### src/rtl/ico_pkg.sv
package ico_pkg;

  typedef enum logic [1:0] {
    REG_STATUS = 2'd0,
    REG_ENABLE = 2'd1,
    REG_COAL   = 2'd2,
    REG_SPARE  = 2'd3
  } reg_sel_e;

  typedef enum logic [1:0] {
    HOLD_IDLE = 2'd0,
    HOLD_WAIT = 2'd1,
    HOLD_FIRE = 2'd2
  } hold_state_e;

  // Source roles within the status word
  localparam int BIT_RX_DMA      = 31;
  localparam int BIT_HW_ERR      = 29;
  localparam int BIT_RX_PERIODIC = 28;
  localparam int BIT_TX_DMA      = 27;
  localparam int BIT_FW_ERR      = 25;
  localparam int BIT_KILL_SW     = 7;
  localparam int BIT_WAKE        = 1;
  localparam int BIT_ALIVE       = 0;

endpackage

### src/rtl/ico_status_bank.sv
module ico_status_bank #(
  parameter int STAT_W = 32
) (
  input  logic              clk,
  input  logic              rst_n,
  input  logic [STAT_W-1:0] set_vec,
  input  logic [STAT_W-1:0] clr_vec,
  output logic [STAT_W-1:0] stat_q
);

  // One sticky cell per bit; a set in the same cycle beats a clear.
  for (genvar b = 0; b < STAT_W; b++) begin : g_cell
    always_ff @(posedge clk) begin
      if (!rst_n)
        stat_q[b] <= 1'b0;
      else if (set_vec[b])
        stat_q[b] <= 1'b1;
      else if (clr_vec[b])
        stat_q[b] <= 1'b0;
    end
  end

endmodule

### src/rtl/ico_period_gen.sv
module ico_period_gen #(
  parameter int PER_W = 8
) (
  input  logic             clk,
  input  logic             rst_n,
  input  logic             tick,
  input  logic [PER_W-1:0] period,
  output logic             fire
);

  localparam int CNT_W = PER_W + 1;

  logic [PER_W-1:0] cnt_q;
  logic [CNT_W-1:0] cnt_inc;
  logic             active;

  assign active  = (period != '0);
  assign cnt_inc = {1'b0, cnt_q} + CNT_W'(1);
  assign fire    = tick && active && (cnt_inc >= {1'b0, period});

  always_ff @(posedge clk) begin
    if (!rst_n || !active)
      cnt_q <= '0;
    else if (fire)
      cnt_q <= '0;
    else if (tick)
      cnt_q <= cnt_inc[PER_W-1:0];
  end

endmodule

### src/rtl/ico_hold_timer.sv
module ico_hold_timer
  import ico_pkg::*;
#(
  parameter int TMR_W = 8
) (
  input  logic             clk,
  input  logic             rst_n,
  input  logic             tick,
  input  logic [TMR_W-1:0] timeout,
  input  logic             pending,
  input  logic             bypass,
  output logic             irq,
  output logic [1:0]       state_o
);

  hold_state_e      state_q;
  logic [TMR_W-1:0] cnt_q;

  always_ff @(posedge clk) begin
    if (!rst_n) begin
      state_q <= HOLD_IDLE;
      cnt_q   <= '0;
    end else begin
      case (state_q)
        HOLD_IDLE: begin
          if (bypass)
            state_q <= HOLD_FIRE;
          else if (pending) begin
            if (timeout == '0)
              state_q <= HOLD_FIRE;
            else begin
              state_q <= HOLD_WAIT;
              cnt_q   <= timeout;
            end
          end
        end
        HOLD_WAIT: begin
          if (bypass)
            state_q <= HOLD_FIRE;
          else if (!pending)
            state_q <= HOLD_IDLE;
          else if (tick) begin
            if (cnt_q == TMR_W'(1))
              state_q <= HOLD_FIRE;
            else
              cnt_q <= cnt_q - TMR_W'(1);
          end
        end
        HOLD_FIRE: begin
          if (!pending && !bypass)
            state_q <= HOLD_IDLE;
        end
        default: state_q <= HOLD_IDLE;
      endcase
    end
  end

  assign irq     = (state_q == HOLD_FIRE);
  assign state_o = state_q;

endmodule

### src/rtl/irq_coalesce_ctrl.sv
module irq_coalesce_ctrl
  import ico_pkg::*;
#(
  parameter int              STAT_W      = 32,
  parameter int              TMR_W       = 8,
  parameter int              PER_W       = 8,
  parameter int              ADDR_W      = 2,
  parameter int              HIPRI_BIT   = 31,
  parameter int              PER_BIT     = 28,
  parameter logic [TMR_W-1:0] TIMEOUT_RST = 8'h40
) (
  input  logic              clk,
  input  logic              rst_n,
  input  logic              reg_wr,
  input  logic [ADDR_W-1:0] reg_addr,
  input  logic [STAT_W-1:0] reg_wdata,
  output logic [STAT_W-1:0] reg_rdata,
  input  logic [STAT_W-1:0] src_evt,
  input  logic              hipri_evt,
  input  logic              tick_32us,
  output logic              irq
);

  localparam int CFG_USED = TMR_W + PER_W;

  logic [STAT_W-1:0] stat_q;
  logic [STAT_W-1:0] en_q;
  logic [TMR_W-1:0]  to_q;
  logic [PER_W-1:0]  per_q;
  logic [STAT_W-1:0] set_vec;
  logic [STAT_W-1:0] clr_vec;
  logic              per_fire;
  logic              pending;
  logic              bypass;
  logic [1:0]        hold_state;
  logic              wr_stat, wr_en, wr_cfg;

  assign wr_stat = reg_wr && (reg_addr == ADDR_W'(REG_STATUS));
  assign wr_en   = reg_wr && (reg_addr == ADDR_W'(REG_ENABLE));
  assign wr_cfg  = reg_wr && (reg_addr == ADDR_W'(REG_COAL));

  always_ff @(posedge clk) begin
    if (!rst_n) begin
      en_q  <= '0;
      to_q  <= TIMEOUT_RST;
      per_q <= '0;
    end else begin
      if (wr_en)
        en_q <= reg_wdata;
      if (wr_cfg) begin
        to_q  <= reg_wdata[TMR_W-1:0];
        per_q <= reg_wdata[CFG_USED-1:TMR_W];
      end
    end
  end

  always_comb begin
    set_vec            = src_evt;
    set_vec[HIPRI_BIT] = src_evt[HIPRI_BIT] | hipri_evt;
    set_vec[PER_BIT]   = src_evt[PER_BIT] | per_fire;
  end

  assign clr_vec = wr_stat ? reg_wdata : '0;
  assign pending = |(stat_q & en_q);
  assign bypass  = hipri_evt && en_q[HIPRI_BIT];

  ico_status_bank #(.STAT_W(STAT_W)) u_status (
    .clk     (clk),
    .rst_n   (rst_n),
    .set_vec (set_vec),
    .clr_vec (clr_vec),
    .stat_q  (stat_q)
  );

  ico_period_gen #(.PER_W(PER_W)) u_period (
    .clk    (clk),
    .rst_n  (rst_n),
    .tick   (tick_32us),
    .period (per_q),
    .fire   (per_fire)
  );

  ico_hold_timer #(.TMR_W(TMR_W)) u_hold (
    .clk     (clk),
    .rst_n   (rst_n),
    .tick    (tick_32us),
    .timeout (to_q),
    .pending (pending),
    .bypass  (bypass),
    .irq     (irq),
    .state_o (hold_state)
  );

  always_comb begin
    reg_rdata = '0;
    case (reg_addr)
      ADDR_W'(REG_STATUS): reg_rdata = stat_q;
      ADDR_W'(REG_ENABLE): reg_rdata = en_q;
      ADDR_W'(REG_COAL): begin
        reg_rdata[TMR_W-1:0]        = to_q;
        reg_rdata[CFG_USED-1:TMR_W] = per_q;
      end
      default: reg_rdata = '0;
    endcase
  end

endmodule

### config.mk
export PLATFORM = sky130hd
export DESIGN_NAME = irq_coalesce_ctrl
export DESIGN_NICKNAME = d
export VERILOG_FILES = /design/src/rtl/ico_pkg.sv /design/src/rtl/ico_status_bank.sv /design/src/rtl/ico_period_gen.sv /design/src/rtl/ico_hold_timer.sv /design/src/rtl/irq_coalesce_ctrl.sv
export SDC_FILE = /design/constraint.sdc
export NUM_CORES = 1
export LEC_CHECK = 0
export ABC_AREA = 1
export CORE_MARGIN = 2
export CORE_UTILIZATION = 51
export DETAILED_ROUTE_END_ITERATION = 12
export GPL_TIMING_DRIVEN = 0
export PLACE_DENSITY_LB_ADDON = 0.2
export RECOVER_POWER = 25
export SYNTH_ARGS = -nofsm -noshare
export SYNTH_HDL_FRONTEND = slang
export SYNTH_SLANG_ARGS = --single-unit
### constraint.sdc
create_clock -name clk -period 2.3 [get_ports clk]
set_clock_uncertainty 0.05 [all_clocks]
set_input_delay 0.23 -clock clk [delete_from_list [all_inputs] [get_ports clk]]
set_output_delay 0.23 -clock clk [all_outputs]
set_load 0.02 [all_outputs]
==> results of run 1 <==
[critical path, cell delays in order]
cell	delay, ns
clkdlybuf4s50_1	0.53
inv_2	0.06
nor2_1	0.11
inv_1	0.11
o221ai_1	0.23
clkdlybuf4s50_1	0.66
[through the flow]
stage / hold slack (ns) / std cells
final: 0.223 / 902
after global routing: 0.227 / 902
after CTS: 0.213 / 901
after detailed placement: 0.406 / 885
after global placement: 0.398 / 885
after floorplan: 0.297 / 672
[power groups by stage]
stage               sequential [W]  clock [W]  combinational, W
floorplan                  0.00199          0          0.000920
global placement           0.00201          0           0.00130
detailed placement         0.00202          0           0.00134
CTS                        0.00198    0.00103           0.00133
global route               0.00201    0.00109           0.00150
finish                     0.00199    0.00101           0.00135
[per-layer routing]
metal  routed length (um)  up-vias  global-route usage [%]
met2                 6620      221                    47.6
met1                 5650     2269                    34.3
met3                 1240       21                    8.29
met5                    0        -                       0
li1                     -     2446                       -
met4                  201        0                    7.69
[kinds of logic after synthesis]
| group | share of synthesized area, % |
|---|---|
| xor gates and xnor gates | 1.12 |
| and+or+nand+nor | 20.9 |
| DFF | 41.7 |
| adders and majority gates | 2.93 |
| AOI/OAI and AO/OA | 24.8 |
| buffers and inverters | 8.62 |
[timing repair]
| item | CTS | global route |
|---|---|---|
| endpoints found under the setup margin | 38 | 14 |
| buffers inserted | 0 | 1 |
| resized for setup | 37 | 17 |
| pin swaps | 0 | 1 |
[worst paths after layout]
path / endpoint / depth (start not counted) / slack [ns]
hold reg to reg: en_q[28] / 2 / 0.42
hold / removal: per_q[5] / 3 / 0.22
setup reg to reg: u_period.cnt_q[1] / 14 / 0.23
setup / recovery: reg_rdata[15] / 6 / 0.09
[state kept, by name (all words and copies together) (netlist names)]
name / count
en_q: 32
per_q: 8
u_hold.cnt_q: 8
u_period.cnt_q: 8
u_hold.state_o: 2
u_status.stat_q: 32
to_q: 8
[cells in the final DEF (no fill, tap or decap), types with 3 or more instances in the layout]
cell type and count:
a21oi_1 92, a21oi_2 5, buf_2 4, clkbuf_1 22, clkbuf_2 4, clkbuf_8 9
clkdlybuf4s50_1 72, clkinvlp_4 3, dfxtp_1 96, dlygate4sd2_1 28, ha_1 10, inv_1 62
inv_2 8, nand2_1 156, nand2_2 5, nand3_1 9, nand4_1 7, nor2_1 54
nor2_2 4, nor3_1 3, o21ai_0 80, o21ai_1 6, o21bai_1 3, o221ai_1 15
xor2_1 3
[cell type report]
class / instances / area (sq um) / share of cell area (%)
clock buffers: 11 / 131 / 2.16
well taps: 111 / 139 / 2.28
multi-input cells: 470 / 2390 / 39.3
repair buffers: 103 / 998 / 16.4
inverters: 72 / 270 / 4.44
clock inverters: 5 / 40.0 / 0.658
flip-flops and latches: 98 / 1970 / 32.3
plain buffers: 32 / 145 / 2.39
==> results by group, run 1 <==
Clock network
  – H-tree levels: 3
  – Worst-Skew Late Latency: 0.36 ns
  – CTS tree: built
  – CTS Buf Count: 9
  – # clock sinks: 98
  – Clock-pin slew on the worst setup and hold paths: 0.10 ns
  – CTS Hold Buffers Added: 0
  – Clock Path Buffers: 2
  – CTS root buf: clkbuf_8

Synthesis
  – Cell with the most instances after synthesis: nand2_1
  – Ys flop type: dfxtp_1
  – Seq cells post-synth: 98
  – Mapped Area: 0.00470 sq mm
  – Ranking of synthesized cells by area: dfxtp_1 (42%), nand2_1 (13%), a21oi_1 (9.8%)
  – Mapped Nets: 754
  – Ys Warns: 0
  – Yosys top cell by area: dfxtp_1
  – Synth top area share: 41.7%
  – Distinct cells, synth: 33
  – EDFF count, synth: 0
  – Synth cell count leaders: nand2_1 (158), dfxtp_1 (98), a21oi_1 (92)
  – Register area share after synthesis: 41.7%
  – Avg Cell Area, Syn: 7.00 sq um
  – Syn Inst Count: 672
  – Asr flop ratio synth: 0%

Detailed routing
  – Detailed Route WL: 13700 um
  – Vias post-DR: 4957
  – Post-route ant nets: 0
  – Number of remaining DRC errors: 0
  – Drt pass-1 iters: 7
  – DR iter-0 viols: 260
  – Via/cell ratio: 5.50
  – Routed len/inst: 15.2 um

Power and ir drop
  – Sw frac: 35.6%
  – VDD IR-drop max: 0.358 mV
  – Switch Pwr: 0.00155 W
  – Combinational share of power: 30.9%
  – Seq pwr share: 45.7%
  – Internal power: 0.00280 W
  – Leakage: 2.53 nW
  – Pwr Density: 715 mW/mm^2
  – Final total power: 0.00435 W
  – Clock share of power: 23.3%

Global routing
  – Total congestion overflow: 0
  – Gr usage total: 27.9%
  – Pin count of the biggest net entering global routing: 17
  – Global-route wire length before repair: 22200 um
  – Vias in the first global route: 4773
  – Antenna violations before repair: 0

Timing
  – Slew @ Worst Pin: 0.584 ns
  – # setup viols final: 0
  – Tmin final: 2.21 ns
  – Fin. max-slew vios: 0
  – Fin crit share: 96.1%
  – Final WS setup: 0.0905 ns
  – Slew headroom: 60.7%
  – Fmax: 453 MHz
  – Final Hold Fails: 0
  – Post-route setup TNS: 0 ns

Final layout
  – Layout area overhead: 29.3%
  – # diodes: 0
  – Final #Nets: 868
  – Share of cells above drive strength 1: 7.59%
  – Design Area, Final: 0.00608 sq mm
  – Core Util, Final: 66.8%
  – FILL cells: 816

Setup path
  – WP data arrival: 1.93 ns
  – Crit path kind: input pin to output port
  – Critical Path Source Type: input pin
  – Worst R2R Start: u_period.cnt_q[0]
  – Crit-path max FO: 5
  – CP endpoint kind: output port
  – Worst setup path startpoint: reg_addr[0]
  – Worst path required time: 2.02 ns

Die
  – CORE AREA: 0.00911 sq mm
  – Full die area: 0.0100 sq mm
  – Starting Density: 51.6%
  – Rows: 35
  – Die height: 100 um
  – IO Count: 104
  – Die outline width: 100 um

Hold path
  – Hold_sp: rst_n
  – Min-Delay Path Class: input pin to flop

Job
  – Max cap viols: 0

Placement
  – PortBufs: 102
  – Gpl congestion: 0.880
  – Dpl ws: -0.301 ns
  – DP Area: 0.00586 sq mm
  – Detailed Place HPWL: 10400 um

Run status
  – Outcome: finished, final reports clean
Note: power is estimated with default switching activity, not from simulation.
==> run 2: changes to the inputs <==
- CORE_MARGIN: 2 -> unset
- CORE_UTILIZATION: 51 -> 63
- DONT_BUFFER_PORTS: unset -> 1
==> run 2 against run 1 <==
The flow now finishes with violations (negative hold slack). Utilization up 8.0 points. Hold slack worse by 0.23 ns. Maximum frequency up 1.4%. Count of clock-buffer cells in the layout down 1. Critical path depth up 8. Power down 2.7%. Clock power about the same. Combinational power down 9%. Sequential power about the same. First-iteration DRC count up 110%. Via count down 2.9%. Highest routed layer unchanged.
==> results by group, run 2 (synthesized netlist as in run 1, its figures left out) <==
Run status
  – Outcome: finished with violations (was finished, final reports clean)
  – Failing checks: negative hold slack

Power and ir drop
  – Pwr Density: 779 mW/mm^2 (was 715 mW/mm^2)
  – VDD IR-drop max: 0.455 mV (was 0.358 mV)
  – Leakage: 2.16 nW (was 2.53 nW)
  – Final total power: 0.00423 W (was 0.00435 W)

Global routing
  – Gr usage total: 35.2% (was 27.9%)
  – Global-route wire length before repair: 20900 um (was 22200 um)
  – Total congestion overflow: 0 (unchanged)
  – Antenna violations before repair: 0 (unchanged)
  – Pin count of the biggest net entering global routing: 17 (unchanged)
  – Vias in the first global route: 4419 (was 4773)

Timing
  – # setup viols final: 0 (unchanged)
  – Final Hold Fails: 1 (was 0)
  – Slew @ Worst Pin: 0.776 ns (was 0.584 ns)
  – Tmin final: 2.18 ns (was 2.21 ns)
  – Fmax: 459 MHz (was 453 MHz)
  – Min Hold Slack: -0.00256 ns (was 0.223 ns)
  – Post-route setup TNS: 0 ns (unchanged)
  – Fin crit share: 94.8% (was 96.1%)
  – Slew headroom: 47.7% (was 60.7%)
  – Fin. max-slew vios: 0 (unchanged)

Clock network
  – CTS root buf: clkbuf_8 (unchanged)
  – # clock sinks: 98 (unchanged)
  – Clock Path Buffers: 2 (unchanged)
  – Worst-Skew Late Latency: 0.37 ns (was 0.36 ns)
  – H-tree levels: 3 (unchanged)
  – CTS Buf Count: 9 (unchanged)
  – CTS tree: built (unchanged)
  – Clock-pin slew on the worst setup and hold paths: 0.09 ns (was 0.10 ns)

Hold path
  – Endpoint of the worst hold path: u_status.stat_q[28] (was per_q[5])
  – Hold_sp: src_evt[28] (was rst_n)
  – Hold path depth: 2 (was 3)
  – Min-Delay Path Class: input pin to flop (unchanged)

Final layout
  – Core Util, Final: 74.8% (was 66.8%)
  – # diodes: 0 (unchanged)
  – Final #Nets: 806 (was 868)
  – Share of cells above drive strength 1: 7.13% (was 7.59%)
  – Most frequent cells in the layout: nand2_1 (157), dfxtp_1 (96), a21oi_1 (92), o21ai_0 (75), inv_1 (63) (was nand2_1 (156), dfxtp_1 (96), a21oi_1 (92), o21ai_0 (80), clkdlybuf4s50_1 (72))
  – Non-Filler Instances: 828 (was 902)
  – Largest regs: en_q x32, u_status.stat_q x32 (unchanged)
  – Most common cell after layout, fill and taps aside: nand2_1 (unchanged)
  – Layout area overhead: 15.4% (was 29.3%)

Setup path
  – Count of buffer and inverter cells on the critical path: 1 (was 4)
  – Worst path required time: 2.54 ns (was 2.02 ns)
  – Crit-path max FO: 8 (was 5)
  – CP cell instances: ha_2 -> nand3_2 -> nor2_2 -> xor2_1 -> ha_1 -> nand2_1 -> inv_1 -> nand2_1 -> nand2_1 -> nand2_1 -> nand2_1 -> nand2_1 -> nand2_2 -> a21oi_1 (was clkdlybuf4s50_1 -> inv_2 -> nor2_1 -> inv_1 -> o221ai_1 -> clkdlybuf4s50_1)
  – CP top delay family: simple AND/OR/NAND/NOR gates (was buffers and inverters)
  – CP endpoint kind: flop (was output port)
  – CP most frequent cell: nand2_1 (was clkdlybuf4s50_1)
  – Reg2reg end: u_period.cnt_q[1] (unchanged)
  – Reg2reg path depth: 14 (unchanged)
  – Crit path kind: flop to flop (was input pin to output port)
  – WP data arrival: 2.42 ns (was 1.93 ns)
  – Crit path largest cell delay: 0.38 ns (was 0.66 ns)
  – Reg2Reg Setup Slack: 0.12 ns (was 0.23 ns)
  – Critical Path Source Type: flop (was input pin)
  – Worst R2R Start: u_period.cnt_q[0] (unchanged)
  – CP max stage cell: dfxtp_4 (was clkdlybuf4s50_1)

Detailed routing
  – WL met1: 5370 um (was 5650 um)
  – Vias post-DR: 4811 (was 4957)
  – WL met2: 6440 um (was 6620 um)
  – Number of remaining DRC errors: 0 (unchanged)
  – DR iter-0 viols: 536 (was 260)
  – Detailed Route WL: 13400 um (was 13700 um)
  – Post-route ant nets: 0 (unchanged)
  – Routed len/inst: 16.2 um (was 15.2 um)
  – Met3 WL: 1210 um (was 1240 um)
  – Via/cell ratio: 5.81 (was 5.50)
  – Drt pass-1 iters: 5 (was 7)
  – Highest Signal Layer: met4 (unchanged)

Placement
  – Detailed Place HPWL: 9370 um (was 10400 um)
  – Dpl cells: 771 (was 885)
  – PortBufs: 0 (was 102)
  – Gpl congestion: 0.950 (was 0.880)

Die
  – Rows: 31 (was 35)
  – CORE AREA: 0.00725 sq mm (was 0.00911 sq mm)
  – Die height: 88.4 um (was 100 um)
  – Starting Density: 64.9% (was 51.6%)
  – Die outline width: 88.4 um (was 100 um)
  – Full die area: 0.00782 sq mm (was 0.0100 sq mm)
  – IO Count: 104 (unchanged)

Job
  – Max cap viols: 0 (unchanged)
## run 2: cell types whose count changed in the layout (fill, tap and decap cells not counted), sizes merged, moves of 2 or more
| cell | delta |
|---|---|
| clkdlybuf4s50 | -72 |
| dlygate4sd2 | -28 |
| dlygate4sd3 | +40 |
| dlymetal6s2s | -2 |
## run 2: report_power, final
group	leakage, nW	internal, W	total, W	switching [W]
Sequential	0.810	0.00186	0.00199	0.000127
Combinational	1.27	0.000436	0.00123	0.000792
Clock	0.0827	0.000396	0.00101	0.000619
## run 2: worst max-delay path by stage
stage,depth (start not counted),startpoint,slack [ns],to
floorplan,14,u_period.cnt_q[0],0.33,u_period.cnt_q[1]
global placement,14,u_period.cnt_q[0],0.06,u_period.cnt_q[6]
detailed placement,14,u_period.cnt_q[0],0.02,u_period.cnt_q[1]
CTS,14,u_period.cnt_q[1],0.05,u_period.cnt_q[1]
global route,12,u_period.cnt_q[0],-0.05,u_period.cnt_q[2]
finish,14,u_period.cnt_q[0],0.12,u_period.cnt_q[1]
## run 2: cell type report
| class | count | area [sq um] |
|---|---|---|
| clock inverter | 6 | 42.5 |
| multi-input combinational | 470 | 2360 |
| fill | 588 | 1820 |
| buffer | 32 | 133 |
| clock buffer | 10 | 128 |
| sequential | 98 | 1970 |
| timing repair buffer | 41 | 408 |
| inverter | 72 | 270 |
| tap | 99 | 124 |
## run 2: metal layers
layer | global-route usage (%) | vias up
met5 | 0 | -
met4 | 16.9 | 0
met3 | 7.84 | 34
met2 | 58.0 | 230
met1 | 43.7 | 2225
li1 | - | 2322
## run 2: per-stage QoR
step / cell area (sq um) / worst slack, ns
2_1_floorplan: 4700 / 0.327
6_report: 5430 / 0.120
5_1_grt: 5430 / -0.0471
4_1_cts: 5390 / 0.0524
3_5_place_dp: 4830 / 0.0237
3_3_place_gp: 4830 / 0.0596
## run 2: repair_timing
action	CTS	global route
buffers inserted	0	1
endpoints found under the setup margin	2	8
pin swaps	0	2
hold buffers	39	1
resized for setup	1	7
endpoints found under the hold margin	37	1
==> run 3: changes to the inputs <==
- CORE_UTILIZATION: 63 -> 40
==> run 3 against run 2 <==
Cell count rose by 4.1%. Flip-flop and latch count did not move. Non-clock buffer count fell by 10. Critical path depth did not move. Via count fell by 3.8%. Clock power rose by 49%. Utilization fell by 26 points. Worst setup slack improved by 0.042 ns. Count of clock-buffer cells in the layout rose by 3. Maximum frequency rose by 2.0%. Global-route usage fell by 11 points. The flow still finishes with violations (negative hold slack). First-iteration DRC count fell by 42%.
==> results by group, run 3 (synthesized netlist as in run 1, its figures left out) <==
Clock network
  – Worst-Skew Late Latency: 0.35 ns (was 0.37 ns)
  – CTS root buf: clkbuf_16 (was clkbuf_8)
  – Post CTS Setup Buffer Count: 0 (unchanged)
  – Clock Path Buffers: 2 (unchanged)
  – Clock-pin slew on the worst setup and hold paths: 0.07 ns (was 0.09 ns)
  – CTS Buf Count: 9 (unchanged)
  – CTS tree: built (unchanged)
  – H-tree levels: 3 (unchanged)
  – # clock sinks: 98 (unchanged)

Setup path
  – WP data arrival: 2.37 ns (was 2.42 ns)
  – Crit-path max FO: 8 (unchanged)
  – CP most frequent cell: nand2_1 (unchanged)
  – Worst R2R Start: u_period.cnt_q[0] (unchanged)
  – CP top delay family: simple AND/OR/NAND/NOR gates (unchanged)
  – Crit path kind: flop to flop (unchanged)
  – Critical Path Source Type: flop (unchanged)
  – CP max stage cell: dfxtp_4 (unchanged)
  – Worst setup path startpoint: u_period.cnt_q[0] (unchanged)
  – CP cell instances: ha_2 -> nand3_2 -> nor2_4 -> xor2_2 -> ha_1 -> nand2_1 -> inv_1 -> nand2_1 -> nand2_1 -> nand2_1 -> nand2_1 -> nand2_1 -> nand2_4 -> a21oi_1 (was ha_2 -> nand3_2 -> nor2_2 -> xor2_1 -> ha_1 -> nand2_1 -> inv_1 -> nand2_1 -> nand2_1 -> nand2_1 -> nand2_1 -> nand2_1 -> nand2_2 -> a21oi_1)
  – Worst path required time: 2.54 ns (about the same)
  – Crit path largest cell delay: 0.38 ns (about the same)
  – Count of buffer and inverter cells on the critical path: 1 (unchanged)
  – CP endpoint kind: flop (unchanged)

Detailed routing
  – DR iter-0 viols: 311 (was 536)
  – Number of remaining DRC errors: 0 (unchanged)
  – Detailed Route WL: 14200 um (was 13400 um)
  – Post-route ant nets: 0 (unchanged)
  – Via/cell ratio: 5.37 (was 5.81)
  – Drt pass-1 iters: 7 (was 5)
  – Vias post-DR: 4627 (was 4811)
  – Routed len/inst: 16.5 um (was 16.2 um)

Global routing
  – Gr usage total: 23.9% (was 35.2%)
  – Pin count of the biggest net entering global routing: 15 (was 17)
  – Vias in the first global route: 4568 (was 4419)
  – Antenna violations before repair: 0 (unchanged)
  – Total congestion overflow: 0 (unchanged)
  – Global-route wire length before repair: 23300 um (was 20900 um)

Job
  – Max cap viols: 0 (unchanged)

Power and ir drop
  – Switch Pwr: 0.00158 W (was 0.00154 W)
  – Seq pwr share: 42.2% (was 47.0%)
  – Internal power: 0.00313 W (was 0.00269 W)
  – Sw frac: 33.5% (was 36.3%)
  – Leakage: 2.17 nW (was 2.16 nW)
  – Clock share of power: 31.9% (was 24.0%)
  – VDD IR-drop max: 0.373 mV (was 0.455 mV)
  – Pwr Density: 852 mW/mm^2 (was 779 mW/mm^2)
  – Combinational share of power: 25.9% (was 29.0%)

Final layout
  – Most frequent cells in the layout: nand2_1 (157), dfxtp_1 (96), a21oi_1 (92), o21ai_0 (71), inv_1 (63) (was nand2_1 (157), dfxtp_1 (96), a21oi_1 (92), o21ai_0 (75), inv_1 (63))
  – Share of cells above drive strength 1: 7.09% (was 7.13%)
  – Layout area overhead: 17.4% (was 15.4%)
  – # diodes: 0 (unchanged)
  – Largest regs: en_q x32, u_status.stat_q x32 (unchanged)
  – Final #Nets: 796 (was 806)
  – Most common cell after layout, fill and taps aside: nand2_1 (unchanged)

Timing
  – Slew @ Worst Pin: 0.730 ns (was 0.776 ns)
  – Fin crit share: 93.0% (was 94.8%)
  – Min Hold Slack: -0.00175 ns (was -0.00256 ns)
  – Final WS setup: 0.162 ns (was 0.120 ns)
  – # setup viols final: 0 (unchanged)
  – Tmin final: 2.14 ns (was 2.18 ns)
  – Final Hold Fails: 1 (unchanged)
  – Fin. max-slew vios: 0 (unchanged)
  – Fmax: 468 MHz (was 459 MHz)
  – Slew headroom: 50.8% (was 47.7%)

Die
  – CORE AREA: 0.0114 sq mm (was 0.00725 sq mm)
  – Starting Density: 41.2% (was 64.9%)
  – Full die area: 0.0122 sq mm (was 0.00782 sq mm)
  – Die height: 110 um (was 88.4 um)
  – Rows: 39 (was 31)
  – IO Count: 104 (unchanged)
  – Die outline width: 110 um (was 88.4 um)

Run status
  – Failing checks: negative hold slack (unchanged)
  – Outcome: finished with violations (unchanged)

Placement
  – PortBufs: 0 (unchanged)
  – Gpl congestion: 0.860 (was 0.950)
  – Detailed Place HPWL: 10600 um (was 9370 um)
  – Dpl ws: -0.0410 ns (was 0.0237 ns)

Hold path
  – Min-Delay Path Class: input pin to flop (unchanged)
  – Hold_sp: src_evt[28] (unchanged)
[run 3: cell count changes in the layout (fill, tap and decap cells not counted), sizes merged]
cell,delta
bufinv,+1
clkinvlp,-2
dlygate4sd3,-9
clkinv,-1
inv,-1
clkbuf,+2
[run 3: final timing paths]
check / slack [ns] / cells after the start / end
setup / recovery: 0.16 / 14 / u_period.cnt_q[6]
setup reg to reg: 0.16 / 14 / u_period.cnt_q[6]
hold reg to reg: 0.41 / 2 / en_q[24]
hold / removal: -0.002 / 2 / u_status.stat_q[28]
[run 3: worst reg2reg max path, stage by stage, from the launching register on]
cell	delay, ns
dfxtp_4	0.38
ha_2	0.22
nand3_2	0.14
nor2_4	0.18
xor2_2	0.18
ha_1	0.27
nand2_1	0.07
inv_1	0.03
nand2_1	0.05
nand2_1	0.04
nand2_1	0.05
nand2_1	0.06
nand2_1	0.11
nand2_4	0.10
a21oi_1	0.13
[run 3: layer usage]
| layer | vias up | part of all wire (%) | track usage (%) |
|---|---|---|---|
| met5 | - | 0 | 0 |
| met4 | 0 | 2.4 | 8.98 |
| met3 | 24 | 7.1 | 6.26 |
| met2 | 154 | 47 | 40.0 |
| met1 | 2148 | 44 | 29.3 |
| li1 | 2301 | - | - |
[run 3: through the flow]
stage | util (%) | setup TNS (ns) | total power [W] | cells | cell area (sq um)
CTS | 48.0 | 0 | 0.00470 | 862 | 5480
global route | 48.4 | -0.00559 | 0.00496 | 862 | 5520
detailed placement | 42.8 | -0.103 | 0.00318 | 815 | 4880
global placement | 42.8 | 0 | 0.00314 | 815 | 4880
floorplan | - | 0 | 0.00291 | 672 | 4700
finish | 48.4 | 0 | 0.00471 | 862 | 5520
[run 3: what timing repair did]
action                                 4_1_cts  5_1_grt
hold buffers                                31        0
pin swaps                                    0        2
endpoints found under the hold margin       31        0
setup endpoints to repair                    8        9
resized for setup                            1       11
[run 3: power by group through the flow]
stage          Clock, W  Combinational [W]  Sequential [W]
2_1_floorplan         0           0.000920         0.00199
3_3_place_gp          0            0.00113         0.00201
3_5_place_dp          0            0.00115         0.00202
4_1_cts         0.00151            0.00121         0.00198
5_1_grt         0.00158            0.00137         0.00201
6_report        0.00150            0.00122         0.00199
[run 3: final cells by class]
cell class,count,area [sq um]
Clock inverter,3,40.0
Multi-Input combinational cell,470,2380
Fill cell,1176,5900
Tap cell,143,179
Buffer,32,134
Sequential cell,98,1970
Clock buffer,13,240
Inverter,72,270
Timing Repair Buffer,31,310
